$ cat config.mk
export PLATFORM = sky130hd
export DESIGN_NAME = swd_host_engine
export DESIGN_NICKNAME = d
export VERILOG_FILES = /design/src/rtl/swd_pkg.sv /design/src/rtl/swd_clkgen.sv /design/src/rtl/swd_xfer_fsm.sv /design/src/rtl/swd_host_engine.sv
export SDC_FILE = /design/constraint.sdc
export NUM_CORES = 1
export LEC_CHECK = 0
export ABC_CLOCK_PERIOD_IN_PS = 8100
export BUFFER_PORTS_ARGS = -buffer_cell sky130_fd_sc_hd__buf_2
export CAP_MARGIN = 20
export CORE_UTILIZATION = 45
export DETAILED_ROUTE_END_ITERATION = 12
export PLACE_DENSITY = 0.72
export SYNTH_ARGS = -nofsm -noshare
export SYNTH_HDL_FRONTEND = slang
export SYNTH_SLANG_ARGS = --single-unit
$ cat constraint.sdc
create_clock -name clk -period 8.1 [get_ports clk]
set_clock_uncertainty 0.2 [all_clocks]
set_input_delay 0.405 -clock clk [delete_from_list [all_inputs] [get_ports clk]]
set_output_delay 0.405 -clock clk [all_outputs]
set_load 0.05 [all_outputs]
$ cat src/rtl/swd_pkg.sv
package swd_pkg;

  typedef enum logic [1:0] {
    ST_OK    = 2'b00,
    ST_WAIT  = 2'b01,
    ST_FAULT = 2'b10,
    ST_PROTO = 2'b11
  } swd_status_e;

  localparam logic [2:0] ACK_OK    = 3'b001;
  localparam logic [2:0] ACK_WAIT  = 3'b010;
  localparam logic [2:0] ACK_FAULT = 3'b100;

  // Request header, bit0 is sent first.
  function automatic logic [7:0] swd_header(input logic ap, input logic rnw,
                                            input logic [1:0] addr);
    logic par;
    par = ap ^ rnw ^ addr[0] ^ addr[1];
    return {1'b1, 1'b0, par, addr, rnw, ap, 1'b1};
  endfunction

  // Data word with its even-parity bit on top.
  function automatic logic [32:0] swd_data_frame(input logic [31:0] d);
    return {^d, d};
  endfunction

  // The one request whose acknowledge the target never sends.
  function automatic logic swd_no_ack(input logic ap, input logic rnw,
                                      input logic [1:0] addr);
    return !ap && !rnw && (addr == 2'b11);
  endfunction

  function automatic swd_status_e swd_ack_status(input logic [2:0] ack);
    case (ack)
      ACK_OK:    return ST_OK;
      ACK_WAIT:  return ST_WAIT;
      ACK_FAULT: return ST_FAULT;
      default:   return ST_PROTO;
    endcase
  endfunction

endpackage

$ cat src/rtl/swd_clkgen.sv
module swd_clkgen #(
  parameter int DIV_W = 8
) (
  input  logic             clk,
  input  logic             rst_n,
  input  logic             run,
  input  logic [DIV_W-1:0] half,
  output logic             swclk,
  output logic             rise_evt,
  output logic             fall_evt
);

  logic [DIV_W-1:0] cnt;
  logic             tick;

  assign tick     = run && (cnt == half);
  assign rise_evt = tick && !swclk;
  assign fall_evt = tick && swclk;

  always_ff @(posedge clk) begin
    if (!rst_n || !run) begin
      cnt   <= '0;
      swclk <= 1'b0;
    end else if (tick) begin
      cnt   <= '0;
      swclk <= ~swclk;
    end else begin
      cnt   <= cnt + 1'b1;
    end
  end

  AST_CLK_LOW_WHEN_STOPPED: assert property (@(posedge clk) disable iff (!rst_n)
    (!run && $past(!run)) |-> !swclk);
  AST_CLK_MOVES_ON_TICK: assert property (@(posedge clk) disable iff (!rst_n)
    (swclk != $past(swclk)) |-> $past(run));

endmodule

$ cat src/rtl/swd_xfer_fsm.sv
module swd_xfer_fsm
  import swd_pkg::*;
#(
  parameter int IDLE_W = 8
) (
  input  logic              clk,
  input  logic              rst_n,
  input  logic              req_valid,
  input  logic              req_ap,
  input  logic              req_rnw,
  input  logic [1:0]        req_addr,
  input  logic [31:0]       req_wdata,
  input  logic [IDLE_W-1:0] req_idle,
  input  logic              rise_evt,
  input  logic              fall_evt,
  output logic              run,
  output logic              rsp_valid,
  output logic [1:0]        rsp_status,
  output logic [31:0]       rsp_rdata,
  output logic              swdio_out,
  output logic              swdio_oe,
  input  logic              swdio_in
);

  localparam int CNT_W = (IDLE_W > 6) ? IDLE_W : 6;

  typedef enum logic [3:0] {
    P_IDLE, P_HDR, P_TRN1, P_ACK, P_TRNW, P_WDATA, P_RDATA, P_TRNR, P_TRNE, P_PAD
  } phase_e;

  phase_e            phase;
  logic [CNT_W-1:0]  bitcnt;
  logic [7:0]        hdr_q;
  logic [32:0]       wd_q;
  logic [32:0]       rd_sr;
  logic [2:0]        ack_sr;
  logic              rnw_q, skip_q;
  logic [IDLE_W-1:0] idle_q;
  swd_status_e       status_q, end_status;

  // Named events for the assertions and the sequencing below.
  logic accept, ack_sample, rd_sample, ack_pass, par_bad;
  logic data_end, last_pad, do_finish, do_pad;

  assign accept     = req_valid && (phase == P_IDLE);
  assign ack_sample = rise_evt && (phase == P_ACK);
  assign rd_sample  = rise_evt && (phase == P_RDATA);
  assign ack_pass   = skip_q || (ack_sr == ACK_OK);
  assign par_bad    = rd_sr[32] != (^rd_sr[31:0]);
  assign last_pad   = bitcnt == (CNT_W'(idle_q) - CNT_W'(1));
  assign data_end   = fall_evt && (((phase == P_WDATA) && (bitcnt == CNT_W'(32)))
                                   || (phase == P_TRNR));
  assign do_pad     = data_end && (idle_q != '0);
  assign do_finish  = (data_end && (idle_q == '0))
                   || (fall_evt && (phase == P_TRNE))
                   || (fall_evt && (phase == P_PAD) && last_pad);
  assign end_status = ((phase == P_TRNR) && par_bad) ? ST_PROTO : status_q;

  assign run      = (phase != P_IDLE);
  assign swdio_oe = (phase == P_IDLE) || (phase == P_HDR) || (phase == P_WDATA)
                 || (phase == P_PAD);

  always_comb begin
    case (phase)
      P_HDR:   swdio_out = hdr_q[bitcnt[2:0]];
      P_WDATA: swdio_out = wd_q[bitcnt[5:0]];
      default: swdio_out = 1'b0;
    endcase
  end

  always_ff @(posedge clk) begin
    if (!rst_n) begin
      phase      <= P_IDLE;
      bitcnt     <= '0;
      hdr_q      <= '0;
      wd_q       <= '0;
      rd_sr      <= '0;
      ack_sr     <= '0;
      rnw_q      <= 1'b0;
      skip_q     <= 1'b0;
      idle_q     <= '0;
      status_q   <= ST_OK;
      rsp_valid  <= 1'b0;
      rsp_status <= 2'b00;
      rsp_rdata  <= '0;
    end else begin
      rsp_valid <= 1'b0;
      if (ack_sample) ack_sr <= {swdio_in, ack_sr[2:1]};
      if (rd_sample)  rd_sr  <= {swdio_in, rd_sr[32:1]};
      if (accept) begin
        phase    <= P_HDR;
        bitcnt   <= '0;
        hdr_q    <= swd_header(req_ap, req_rnw, req_addr);
        wd_q     <= swd_data_frame(req_wdata);
        rnw_q    <= req_rnw;
        skip_q   <= swd_no_ack(req_ap, req_rnw, req_addr);
        idle_q   <= req_idle;
        status_q <= ST_OK;
      end else if (do_finish) begin
        phase      <= P_IDLE;
        rsp_valid  <= 1'b1;
        rsp_status <= end_status;
        if (rnw_q) rsp_rdata <= rd_sr[31:0];
      end else if (do_pad) begin
        phase    <= P_PAD;
        bitcnt   <= '0;
        status_q <= end_status;
      end else if (fall_evt) begin
        bitcnt <= bitcnt + 1'b1;
        case (phase)
          P_HDR:   if (bitcnt == CNT_W'(7)) begin phase <= P_TRN1; bitcnt <= '0; end
          P_TRN1:  begin phase <= P_ACK; bitcnt <= '0; end
          P_ACK:   if (bitcnt == CNT_W'(2)) begin
                     bitcnt <= '0;
                     if (ack_pass) phase <= rnw_q ? P_RDATA : P_TRNW;
                     else begin
                       phase    <= P_TRNE;
                       status_q <= swd_ack_status(ack_sr);
                     end
                   end
          P_TRNW:  begin phase <= P_WDATA; bitcnt <= '0; end
          P_RDATA: if (bitcnt == CNT_W'(32)) begin phase <= P_TRNR; bitcnt <= '0; end
          default: ;
        endcase
      end
    end
  end

  AST_OUT_ONLY_AFTER_FALL: assert property (@(posedge clk) disable iff (!rst_n)
    (run && $past(run) && !$past(fall_evt)) |-> $stable(swdio_out));
  AST_ACK_LINE_RELEASED: assert property (@(posedge clk) disable iff (!rst_n)
    ack_sample |-> !swdio_oe);
  AST_DATA_NEEDS_ACK: assert property (@(posedge clk) disable iff (!rst_n)
    ((phase == P_RDATA || phase == P_TRNW) && $past(phase) == P_ACK)
      |-> (skip_q || ack_sr == ACK_OK));
  AST_RSP_ONE_CYCLE: assert property (@(posedge clk) disable iff (!rst_n)
    rsp_valid |=> !rsp_valid);
  AST_PAD_DRIVEN_LOW: assert property (@(posedge clk) disable iff (!rst_n)
    (phase == P_PAD) |-> (swdio_oe && !swdio_out));
  AST_NO_ACK_OK: assert property (@(posedge clk) disable iff (!rst_n)
    (rsp_valid && skip_q) |-> (rsp_status == ST_OK));

endmodule

$ cat src/rtl/swd_host_engine.sv
module swd_host_engine #(
  parameter int DIV_W  = 8,
  parameter int IDLE_W = 8
) (
  input  logic              clk,
  input  logic              rst_n,
  input  logic [DIV_W-1:0]  clk_half,
  input  logic              req_valid,
  input  logic              req_ap,
  input  logic              req_rnw,
  input  logic [1:0]        req_addr,
  input  logic [31:0]       req_wdata,
  input  logic [IDLE_W-1:0] req_idle,
  output logic              busy,
  output logic              rsp_valid,
  output logic [1:0]        rsp_status,
  output logic [31:0]       rsp_rdata,
  output logic              swclk,
  output logic              swdio_out,
  output logic              swdio_oe,
  input  logic              swdio_in
);

  logic run, rise_evt, fall_evt;

  assign busy = run;

  swd_clkgen #(.DIV_W(DIV_W)) i_clkgen (
    .clk      (clk),
    .rst_n    (rst_n),
    .run      (run),
    .half     (clk_half),
    .swclk    (swclk),
    .rise_evt (rise_evt),
    .fall_evt (fall_evt)
  );

  swd_xfer_fsm #(.IDLE_W(IDLE_W)) i_fsm (
    .clk        (clk),
    .rst_n      (rst_n),
    .req_valid  (req_valid),
    .req_ap     (req_ap),
    .req_rnw    (req_rnw),
    .req_addr   (req_addr),
    .req_wdata  (req_wdata),
    .req_idle   (req_idle),
    .rise_evt   (rise_evt),
    .fall_evt   (fall_evt),
    .run        (run),
    .rsp_valid  (rsp_valid),
    .rsp_status (rsp_status),
    .rsp_rdata  (rsp_rdata),
    .swdio_out  (swdio_out),
    .swdio_oe   (swdio_oe),
    .swdio_in   (swdio_in)
  );

endmodule

; Word level (Yosys, flattened, before mapping)
; Index checks and enable logic that the tools add are counted.
[totals]
ff_bits = 144
latchBits = 0
mem_bits_rw = 0
mem_bits_ro = 0
word_cells = 141
memories = 0
[classes]
n_addsub = 3
n_mul = 0
div_mod_pow = 0
magnitude_cmp = 2
eq_ne = 29
shift = 0
mux = 29
bitwise_logic = 7
reduce_logical = 54
[ops]
columns = op, count
row1 = $reduce_xor 32->1, 2
row2 = $mux 8, 5
row3 = $pmux 8 s4, 1
row4 = $mux 4, 6
row5 = $pmux 4 s5, 1
row6 = $reduce_and 5->1, 4
row7 = $add 8x1->8 const B, 2
row8 = $eq 4x3->1 const B, 4
row9 = $eq 8x8->1, 2
row10 = $logic_and 1x1->1, 16
row11 = $reduce_bool 8->1, 2
row12 = $ne 5x2->1 const B, 3
row13 = $mux 2, 7
row14 = $ne 3x2->1 const B, 3
row15 = $eq 4x2->1 const B, 2
row16 = $eq 4x4->1 const B, 2
row17 = $eq 8x2->1 const B, 1
row18 = $eq 8x3->1 const B, 1
row19 = $eq 8x6->1 const B, 1
row20 = $logic_not 8->1, 1
row21 = $logic_or 1x1->1, 8
row22 = $ne 2x2->1 const B, 4
row23 = $reduce_bool 4->1, 2
row24 = $sub 8x1->8 const B, 1
row25 = 25 further kinds, 43

; Logic depth before layout (Yosys ltp)
[logic_depth]
ltp_word = 9
mapped_depth = 11
mapped_depth_nobuf = 9

; Cells and area by module
; From an unflattened synthesis, not the netlist that was laid out.
[hier_totals]
hier_cells = 820
area_unflattened_um2 = 7154.4
[modules_own_cells]
columns = mod, instances, cells_each, area_each_um2
row1 = swd_xfer_fsm, 1, 771, 6676.4
row2 = swd_clkgen, 1, 49, 478.0

; Least setup slack after synthesis
; Ideal clock, no wire load.
[synth_path]
path_kind = register to output
from = register i_fsm.bitcnt[0]
to = output swdio_out
arrival_time_ns = 3.283
setup_slack_ns = 4.212
stages_incl_launch_ff = 8
cell_sequence = dfxtp_1 > clkbuf_1 > buf_1 > mux4_2 > mux4_2 > mux2i_1 > o211a_1 > nor4_1
[synth_between]
elab_chain_len = 3
word_cells_on_any_way = 5
cone_classes = mux: 5
[synth_lines]
columns = element, line_no
row1 = "start, declared", swd_xfer_fsm.sv:32  ; logic [CNT_W-1:0] bitcnt;
row2 = "start signal, assigned", swd_xfer_fsm.sv:109  ; bitcnt <= bitcnt + 1'b1;
row3 = $bmux 1 s6 / $bmux 1 s3 (equally long branches), "swd_xfer_fsm.sv:66, swd_xfer_fsm.sv:65"
row4 = $mux 1 (on tied branches), "swd_xfer_fsm.sv:66, swd_xfer_fsm.sv:65"
row5 = $pmux 1 s2 *, swd_xfer_fsm.sv:64  ; case (phase)
row6 = "end, declared", swd_host_engine.sv:19  ; output logic swdio_out,
; Mark *: on every way between the ends. The rest lies on a longest branch, timed or not. The select of a mux whose other input is x is not followed.

; Final worst setup path
[layout_path]
from = register i_fsm.bitcnt[0]
to = register i_fsm.rsp_status[0]
[layout_between]
elab_chain_len = 8
word_cells_on_any_way = 10
cone_classes = eq/ne: 2 / reduce/logical: 8
[layout_lines]
columns = element, line_no
row1 = $eq 8x6->1, swd_xfer_fsm.sv:51  ; assign data_end = fall_evt && (((phase == P_WDATA) && (bitcnt == CNT_W'(32)))
row2 = $logic_and 1x1->1, swd_xfer_fsm.sv:51
row3 = $logic_or 1x1->1, swd_xfer_fsm.sv:52  ; || (phase == P_TRNR));
row4 = $logic_and 1x1->1, swd_xfer_fsm.sv:51
row5 = $logic_and 1x1->1, swd_xfer_fsm.sv:54  ; assign do_finish = (data_end && (idle_q == '0))
row6 = $logic_or 1x1->1, swd_xfer_fsm.sv:55  ; || (fall_evt && (phase == P_TRNE))
row7 = $logic_or 1x1->1 *, swd_xfer_fsm.sv:56  ; || (fall_evt && (phase == P_PAD) && last_pad);
row8 = $reduce_and 2->1 (no source line) *, n/a
row9 = "end signal, assigned", swd_xfer_fsm.sv:102  ; rsp_status <= end_status;
row10 = "end, declared", swd_xfer_fsm.sv:18  ; output logic [1:0] rsp_status,
; Mark *: on every way between the ends. The rest lies on a longest branch, timed or not.
; A chain may end at the register's enable or synchronous reset.

==> impl_metrics.yaml <==
yosys:
  ys_async_sr_fraction: 0
  synth.cell_area_sq_um: 7220
  ys_seq_area_frac: 0.394
  synth_seq_cells: 142
  synth.avg_cell_area_sq_um: 8.58
  syn_nets: 905
  synth_cells: 842
  ys_types: 56
  yosysWarnings: 0
  synthFlopType: "dfxtp_1"
  synth_edf_count: 0
hold_path:
  hp-class: "primary input to register"
  min_from: "req_idle[6]"
  worstHoldPathCells: 3
  hold_path_end: "i_fsm.idle_q[6]"
power_and_ir_drop:
  p_clk_frac: 0.493
  switching_share: 0.225
  p_leak_uw: 0.00311
  power_frac_comb: 0.086
  ir_drop_mv: 0.156
  p_switching_uw: 389
  power_density_nw_per_um2: 204
  p_seq_frac: 0.421
  p_int_uw: 1340
  total_power_uw: 1730
sta:
  hold_viol_final: 0
  rsz0062_at_grt: "no"
  tightest_slew_ns: 1.06
  slew_viol_final: 0
  slew_headroom: 0.293
  setup-violations-final: 0
  timing.final.crit_share: 0.469
  hold_slack_ns: 0.0281
  tns_ns: 0
  fmax_mhz: 263
  finalWorstPathRequiredPeriod_ns: 3.80
detailed_routing:
  dr_total_vias: 6005
  drc: 0
  avgViaCountPerCell: 5.32
  final_antenna_net_count: 0
  wl_per_cell_um: 14.1
  wl_mm: 15.9
  drt_iter0_markers: 401
  firstDrtPassIters: 5
critical_path:
  max_stage_delay_ns: 0.87
  reg2reg_setup_slack_ns: 4.30
  worstReg2RegStart: "i_fsm.bitcnt[0]"
  required_ns: 8.20
  start_kind: "register"
  crit_chain: "xor2_1, nand3_1, or4b_1, or4_4, o21ai_4, nand2_2, o311a_1"
  worstPathArrival_ns: 3.90
  cp-end-kind: "register"
  cp_slowest_cell: "dfxtp_1"
  r2r_end: "i_fsm.rsp_status[0]"
  crit_type: "register to register"
  r2r_cells: 7
  critical_path.max_fanout: 37
global_route:
  grt_use_met2: 0.318
  top_usage_layer: "met2"
  grt_pass1_vias: 5649
  track_usage: 0.205
  antenna_found_initial: 0
  grt_max_degree: 78
  grt-ovfl-total: 0
  grt_first_pass_wirelength_mm: 27.1
  met3_usage: 0.0499
  met1_usage: 0.279
clock_network:
  root_buffer: "clkbuf_16"
  clkSinkCount: 142
  htreeDepth: 4
  cts_buffers: 17
  holdBufCountCts: 0
  cts_setup_buffers: 0
  cts_buffer_depth: 2
  cts_tree: "built"
  ctsResizeCount: 0
  clkLatencyLatePin_ns: 0.42
  clk_pin_slew_ns: 0.06
placement:
  dp_cells: 1096
  place_area_sq_um: 7780
  io_buffers: 94
  hpwlAfterDp_mm: 10.7
  gp_congestion: 0.861
floorplan:
  row_count: 45
  die_h_um: 129
  num_io_pins: 95
  die_width_um: 129
  initial_utilization: 0.468
  die_area_sq_um: 16600
  coreArea_sq_um: 15400
final_layout:
  fin_area_sq_um: 8440
  n_fill_cell: 1493
  syn_to_final_growth_pct: 16.9
  nets: 967
  diodes: 0
  final_cell_mix: "168 x nand2_1, 142 x dfxtp_1, 94 x buf_2"
  final_cells: 1128
  final_common_cell: "nand2_1"
  drive_gt1_frac: 0.168
outcome:
  outcome: "complete, no violations"
job:
  drv_cap: 0
## cell families after synthesis
group           Yosys count  synth area share
fa+ha+maj                 8            0.0135
compound gates          197             0.188
mux                      21            0.0483
flops                   142             0.394
simple gates            313             0.204
xor+xnor                 88             0.111
buf+inv                  73            0.0416
## metal layers
metal,share of wire,vias to the layer above
li1,-,3044
met1,0.48,2803
met2,0.46,138
met3,0.043,20
met4,0.014,0
met5,0,-
## critical path: cells and delay by family (launching register included)
family / cells / cell delay, ns
flops: 1 / 0.87
xor+xnor: 1 / 0.19
compound gates: 2 / 1.12
simple gates: 4 / 1.28
## power groups by stage
stage          registers (uW)  logic (uW)  clock network, uW
5_1_grt                   729         165                902
6_report                  727         148                851
3_3_place_gp              742         148                  0
3_5_place_dp              742         150                  0
4_1_cts                   727         150                864
2_1_floorplan             738         111                  0
## worst max path at each step
stage                         start                  end  slack [ns]
finish              i_fsm.bitcnt[0]  i_fsm.rsp_status[0]        4.30
detailed placement  i_fsm.bitcnt[0]  i_fsm.rsp_status[0]        4.24
global route        i_fsm.bitcnt[0]  i_fsm.rsp_status[1]        4.07
CTS                 i_fsm.bitcnt[0]  i_fsm.rsp_status[0]        4.28
global placement    i_fsm.bitcnt[0]  i_fsm.rsp_status[1]        4.32
floorplan           i_fsm.bitcnt[0]            swdio_out        4.21
## flip-flops by register name (all words and copies together) (netlist names), 4 cells and up
signal,count
i_fsm.hdr_q,6
i_fsm.bitcnt,8
i_fsm.rd_sr,33
i_fsm.phase,4
i_fsm.wd_q,33
i_fsm.idle_q,8
i_clkgen.cnt,8
i_fsm.rsp_rdata,32
## cells in the mapped netlist, types with 2 or more instances
master    instances  area share
nor2b_1           6      0.0052
dfxtp_1         142        0.39
ha_1              7       0.012
or4b_1            2      0.0028
or3_1             2      0.0017
nand3b_1          2      0.0021
xor2_1           17       0.021
o211a_1           2      0.0028
and3_1            7      0.0061
nor4_1            5      0.0043
nand2_1         168       0.087
nor3b_1           4      0.0042
nand3_1          22       0.015
a21oi_1          15       0.010
mux4_2           11       0.034
and4_1            2      0.0024
or4_4             2      0.0031
mux2i_1           9       0.012
xnor3_1           2      0.0062
or4_1             4      0.0042
o211ai_1          2      0.0021
nor2_1           27       0.014
xnor2_1          69       0.084
clkbuf_1         50       0.026
o21ai_0          40       0.028
a21boi_0         81       0.084
a21boi_1         32       0.033
nand4_1          36       0.031
o31ai_1           2      0.0021
buf_2             3      0.0021
nand2b_1          5      0.0043
nor3_1           10      0.0069
o21bai_1          5      0.0052
a221oi_1          3      0.0036
inv_1            14      0.0073
o311a_1           2      0.0028
a31oi_1           2      0.0017
o21ai_1           2      0.0014
buf_6             3      0.0047
o21a_1            2      0.0021
buf_1             3      0.0016
and2_1            4      0.0035
## stage by stage
stage	utilization	worst slack, ns
3_5_place_dp	0.505	4.24
6_report	0.547	4.30
2_1_floorplan	-	4.21
5_1_grt	0.547	4.07
3_3_place_gp	0.504	4.32
4_1_cts	0.547	4.28
## area by class of cell
class,count,area [sq um],area share
Timing Repair Buffer,102,538,0.0637
Multi-Input combinational cell,627,4090,0.484
Tap cell,211,264,0.0313
Inverter,14,52.6,0.00622
Clock inverter,11,180,0.0213
Clock buffer,21,480,0.0569
Sequential cell,142,2840,0.337
Note: power is estimated with default switching activity, not from simulation.
